--- src/rtl/fwd_copy_engine.sv ---
module fwd_copy_engine #(
  parameter int BLK = 8,
  parameter int STAGE_QUOTA = 64,
  parameter logic [63:0] MAX_COPY = 64'd4096,
  localparam int LW = $clog2(BLK+1)
) (
  input  logic             clk,
  input  logic             rst_n,
  input  logic             cfg_scheme_b,
  input  logic             cmd_valid,
  output logic             cmd_ready,
  input  logic [1:0]       cmd_stage,
  input  logic [1:0]       cmd_size,
  input  logic [3:0]       cmd_opts,
  input  logic [3:0]       cmd_nzcv,
  input  logic [63:0]      cmd_dst,
  input  logic [63:0]      cmd_src,
  input  logic [63:0]      cmd_cnt,
  output logic             req_valid,
  input  logic             req_ready,
  output logic             req_write,
  output logic [63:0]      req_addr,
  output logic [LW-1:0]    req_len,
  output logic [8*BLK-1:0] req_wdata,
  output logic             req_nontemporal,
  output logic             req_unpriv,
  input  logic             rsp_valid,
  input  logic             rsp_err,
  input  logic [8*BLK-1:0] rsp_rdata,
  output logic             busy,
  output logic             res_valid,
  output logic [63:0]      res_dst,
  output logic [63:0]      res_src,
  output logic [63:0]      res_cnt,
  output logic [3:0]       res_nzcv,
  output logic             res_illegal,
  output logic             res_fault,
  output logic [63:0]      res_fault_addr,
  output logic             res_fault_write
);
  localparam logic [63:0] BLK64 = 64'(BLK);
  localparam logic [63:0] QUOTA64 = 64'(STAGE_QUOTA);

  typedef enum logic [2:0] {S_IDLE, S_CHK, S_RD, S_RDW, S_WR, S_WRW, S_DONE} st_t;
  st_t st;

  logic [63:0] dst, src, cnt, left;
  logic [3:0]  nzcv, opts;
  logic        sch_a, illegal, fault, fwr;
  logic [63:0] faddr;
  logic [LW-1:0] blen;
  logic [8*BLK-1:0] buf_q;

  logic        bad, prol, a_in;
  logic [63:0] psz, mag, quota_mag;
  assign bad  = (cmd_stage == 2'b11) || (cmd_size != 2'b00);
  assign prol = (cmd_stage == 2'b00);
  assign psz  = cmd_cnt[63] ? MAX_COPY : cmd_cnt;
  assign a_in = prol ? !cfg_scheme_b : !cmd_nzcv[1];
  always_comb begin
    if (prol) mag = psz;
    else      mag = a_in ? (64'd0 - cmd_cnt) : cmd_cnt;
    if (mag[63]) mag = 64'd0;
    quota_mag = (cmd_stage != 2'b10 && mag > QUOTA64) ? QUOTA64 : mag;
  end

  logic [63:0] rd_addr, wr_addr;
  assign rd_addr = sch_a ? src + cnt : src;
  assign wr_addr = sch_a ? dst + cnt : dst;

  assign busy      = (st != S_IDLE);
  assign cmd_ready = !busy;
  assign req_valid = (st == S_RD) || (st == S_WR);
  assign req_write = (st == S_WR);
  assign req_addr  = req_write ? wr_addr : rd_addr;
  assign req_len   = blen;
  assign req_wdata = buf_q;
  assign req_nontemporal = req_write ? opts[2] : opts[3];
  assign req_unpriv      = req_write ? opts[0] : opts[1];

  assign res_valid       = (st == S_DONE);
  assign res_dst         = dst;
  assign res_src         = src;
  assign res_cnt         = cnt;
  assign res_nzcv        = nzcv;
  assign res_illegal     = illegal;
  assign res_fault       = fault;
  assign res_fault_addr  = faddr;
  assign res_fault_write = fwr;

  always_ff @(posedge clk or negedge rst_n) begin
    if (!rst_n) begin
      st <= S_IDLE;
      dst <= '0; src <= '0; cnt <= '0; left <= '0;
      nzcv <= '0; opts <= '0; sch_a <= 1'b0;
      illegal <= 1'b0; fault <= 1'b0; fwr <= 1'b0; faddr <= '0;
      blen <= '0; buf_q <= '0;
    end else begin
      case (st)
        S_IDLE: if (cmd_valid) begin
          illegal <= bad;
          fault   <= 1'b0;
          fwr     <= 1'b0;
          faddr   <= '0;
          opts    <= cmd_opts;
          sch_a   <= a_in;
          left    <= quota_mag;
          if (bad || !prol) begin
            dst <= cmd_dst; src <= cmd_src; cnt <= cmd_cnt; nzcv <= cmd_nzcv;
          end else if (a_in) begin
            dst <= cmd_dst + psz; src <= cmd_src + psz;
            cnt <= 64'd0 - psz; nzcv <= 4'b0000;
          end else begin
            dst <= cmd_dst; src <= cmd_src; cnt <= psz; nzcv <= 4'b0010;
          end
          st <= bad ? S_DONE : S_CHK;
        end
        S_CHK: begin
          blen <= (left < BLK64) ? left[LW-1:0] : LW'(BLK);
          st   <= (left == 64'd0) ? S_DONE : S_RD;
        end
        S_RD: if (req_ready) st <= S_RDW;
        S_RDW: if (rsp_valid) begin
          if (rsp_err) begin
            fault <= 1'b1; faddr <= rd_addr; fwr <= 1'b0; st <= S_DONE;
          end else begin
            buf_q <= rsp_rdata; st <= S_WR;
          end
        end
        S_WR: if (req_ready) st <= S_WRW;
        S_WRW: if (rsp_valid) begin
          if (rsp_err) begin
            fault <= 1'b1; faddr <= wr_addr; fwr <= 1'b1; st <= S_DONE;
          end else begin
            if (sch_a) cnt <= cnt + 64'(blen);
            else begin
              dst <= dst + 64'(blen); src <= src + 64'(blen); cnt <= cnt - 64'(blen);
            end
            left <= left - 64'(blen);
            st   <= S_CHK;
          end
        end
        default: st <= S_IDLE;
      endcase
    end
  end
endmodule


--- config.mk ---
export PLATFORM = sky130hd
export DESIGN_NAME = fwd_copy_engine
export DESIGN_NICKNAME = d
export VERILOG_FILES = /design/src/rtl/fwd_copy_engine.sv
export SDC_FILE = /design/constraint.sdc
export NUM_CORES = 2
export LEC_CHECK = 0
export ABC_AREA = 1
export BUFFER_PORTS_ARGS = -buffer_cell sky130_fd_sc_hd__buf_4
export CAP_MARGIN = 0
export CORE_MARGIN = 5
export CORE_UTILIZATION = 40
export DETAILED_ROUTE_END_ITERATION = 10
export PLACE_DENSITY = 0.67
export SETUP_SLACK_MARGIN = 0.5
export SLEW_MARGIN = 10
export SYNTH_ARGS = -nofsm -noshare
export SYNTH_HDL_FRONTEND = slang
export SYNTH_SLANG_ARGS = --single-unit
--- constraint.sdc ---
create_clock -name clk -period 6.61 [get_ports clk]
set_input_delay 0.661 -clock clk [delete_from_list [all_inputs] [get_ports clk]]
set_output_delay 0.661 -clock clk [all_outputs]
set_load 0.02 [all_outputs]
==> results.py <==
metrics = {
    "grt": {
        "grt_pass1_vias": 62300,
        "track_usage_pct": 45.3,
        "grt_max_degree": 164,
        "grt-ovfl-total": 0,
        "grt_pass1_wl_um": 453000,
        "antenna_found_initial": 23,
    },
    "sta": {
        "post-route-min-period_ns": 5.48,
        "setup_viol": 0,
        "slew_viol_final": 0,
        "hold_viol": 0,
        "setup-tns-final_ns": 0,
        "rsz0062_at_grt": "no",
        "post-route-period-util_pct": 83.0,
        "fmax_mhz": 182,
        "tightest_slew_ns": 1.42,
        "fin_worst_skew_ns": 0.0480,
        "slew_headroom_pct": 4.60,
    },
    "cts": {
        "path_clk_slew_ns": 0.07,
        "cts_buffers": 53,
        "ctsHoldBuffers": 1,
        "cts_resized": 0,
        "cts_sinks": 403,
        "ctsRootBufferMaster": "clkbuf_16",
        "post_cts_buffers": 0,
        "cts_max_level": 2,
        "worstSkewPairLatency_ns": 0.70,
        "cts_tree": "done",
        "cts_max_path_buffers": 3,
    },
    "routing": {
        "met2_length_um": 129000,
        "wl_met1_um": 130000,
        "drt-pass1-iter-count": 8,
        "routedWlPerCell_um": 29.5,
        "ant_nets": 0,
        "drc": 0,
        "dr_wl_met3_um": 43400,
        "totalWireLength_um": 329000,
        "drt_iter0_drc": 10200,
        "vias": 68400,
        "topRoutingLayerUsed": "met5",
        "vias_per_cell": 6.12,
    },
    "synth": {
        "ys_types": 66,
        "ys_seq_elements": 403,
        "syn_nets": 9412,
        "synthFlopType": "dfrtp_1",
        "yosys_warnings": 0,
        "avgSynthCellArea_um2": 5.95,
        "async_reset_ff_share_pct": 100,
        "ys_seq_area_share_pct": 19.3,
        "synth_cells": 8798,
        "netlist_area_um2": 52400,
        "synth_edf_count": 0,
    },
    "floorplanning": {
        "io_pins": 677,
        "die_area_um2": 138000,
        "chipHeight_um": 372,
        "std_cell_rows": 132,
        "initial_utilization_pct": 40.3,
        "die_width_um": 372,
        "core_um2": 130000,
    },
    "setup_path": {
        "arrival_ns": 4.82,
        "critical_path.max_fanout": 5,
        "critPathLaunchType": "register",
        "worstSetupPathType": "register to output port",
        "worstRegToRegCells": 20,
        "end_kind": "output port",
        "worstReg2RegStart": "req_len[1]",
        "crit_required_ns": 5.95,
        "crit_start": "res_dst[0]",
    },
    "final_layout": {
        "syn2layout_area_growth_pct": 17.8,
        "drive_gt1_share_pct": 11.0,
        "nets": 9999,
        "stdcell_count": 11200,
    },
    "placement": {
        "gp_congestion": 1.14,
        "dp_hpwl_um": 273000,
        "port-buffer-count": 676,
        "placedCellCount": 11100,
    },
    "power_and_ir_drop": {
        "p_leak_uw": 0.0290,
        "ir_drop_uv": 427,
        "power_density_nw_per_um2": 606,
    },
    "worst_hold_path": {
        "min_path_cells": 3,
        "worstHoldStart": "cmd_opts[3]",
        "hold_class": "primary input to register",
    },
    "run": {
        "maxCapViolations": 0,
    },
    "outcome": {
        "status": "complete, no violations",
    },
}
-- logic make-up after synthesis --
kind of cell	share of synthesized area [%]
buffers and inverters	9.87
XOR/XNOR	4.63
multiplexers	1.68
AND/OR/NAND/NOR	32.6
flip-flops	19.3
AO/OA/AOI/OAI	23.7
adder cells (fa/ha/maj)	8.21
-- registers in the layout, indices dropped and copies added (netlist names), 3 cells and up --
name,flops
req_wdata,64
left,64
st,3
res_cnt,64
res_fault_addr,64
opts,4
res_dst,64
res_nzcv,4
res_src,64
req_len,4
-- per-stage QoR --
| stage | worst slack (ns) | hold slack [ns] | power [uW] | cell area (um^2) | util [%] |
|---|---|---|---|---|---|
| after floorplan | 2.05 | 0.365 | 20800 | 52400 | - |
| after global placement | 1.41 | 0.461 | 32500 | 59600 | 45.9 |
| after detailed placement | 1.54 | 0.466 | 32600 | 59600 | 45.9 |
| after CTS | 1.23 | 0.132 | 36200 | 61700 | 47.5 |
| after global routing | 1.08 | 0.157 | 39000 | 61700 | 47.5 |
| final | 1.13 | 0.155 | 37400 | 61700 | 47.5 |
-- area by class of cell --
class | instances | area [um^2]
fillers | 14100 | 68100
multi-input cells | 7044 | 37200
flip-flops and latches | 403 | 10100
repair buffers | 792 | 6070
inverters | 1091 | 4110
well taps | 1742 | 2180
clock buffers | 73 | 1560
clock inverters | 26 | 479
diodes | 5 | 12.5
-- per-layer routing --
| metal | vias to the layer above | global-route usage (%) |
|---|---|---|
| met1 | 32000 | 60.8 |
| li1 | 30700 | - |
| met3 | 863 | 12.6 |
| met2 | 4859 | 63.4 |
| met5 | - | 0 |
| met4 | 12 | 29.2 |
-- report_power, final --
part | total, uW | internal, uW | switching (uW)
registers | 6130 | 3610 | 2520
logic | 27700 | 8480 | 19300
clock network | 3490 | 2090 | 1410
total | 37400 | 14200 | 23200
-- cell usage in the layout (no fill, tap or decap), drive strengths merged, types with 18 or more instances in the layout --
cell type / count
a21boi: 21
a21o: 51
a21oi: 803
a22oi: 34
a31oi: 119
buf: 791
clkbuf: 73
dfrtp: 403
ha: 331
inv: 1088
mux2: 65
nand2: 1895
nand3: 526
nand3b: 22
nand4: 92
nor2: 1294
nor3: 174
nor4: 66
o211ai: 120
o21a: 39
o21ai: 875
o21bai: 78
o221ai: 19
o22ai: 18
or2: 30
xnor2: 111
xor2: 166
-- final timing paths --
path                                   end  slack, ns
setup / recovery              req_addr[54]       1.13
hold / removal                     opts[3]       0.15
setup reg to reg               res_cnt[46]       1.43
hold reg to reg            res_fault_write       0.48
max in group asynchronous      res_cnt[50]       4.62
min in group asynchronous      res_cnt[37]       0.55
-- synth_stat cells (29+ instances only) --
master | n | area share, %
clkbuf_1 | 211 | 1.5
a21o_1 | 51 | 0.73
nand3_1 | 523 | 5.0
inv_1 | 1081 | 7.7
nor2_1 | 1275 | 9.1
o21bai_1 | 78 | 1.1
nor4_1 | 66 | 0.79
o21ai_0 | 863 | 8.2
a22oi_1 | 34 | 0.49
xnor2_1 | 111 | 1.9
a31oi_1 | 119 | 1.4
nand4_1 | 92 | 1.1
xor2_1 | 166 | 2.8
nand2_1 | 1882 | 13
ha_1 | 331 | 7.9
o211ai_1 | 119 | 1.7
a21oi_1 | 801 | 7.7
o21a_1 | 39 | 0.56
or2_2 | 29 | 0.35
nor3_1 | 174 | 1.7
dfrtp_1 | 403 | 19
mux2_2 | 65 | 1.4
-- critical path, stage by stage (launching register included) --
cell	delay, ns
dfrtp_1	0.51
ha_1	0.29
fa_1	0.39
nand2_1	0.08
inv_1	0.05
nand2_1	0.05
nand2_1	0.09
a21boi_0	0.43
o21ai_0	0.40
nand4_1	0.18
nand3_1	0.23
a21oi_1	0.21
nor2_1	0.05
nand3b_1	0.26
o211ai_1	0.34
o21ai_0	0.30
buf_4	0.24
(Power assumes the default switching activity.)
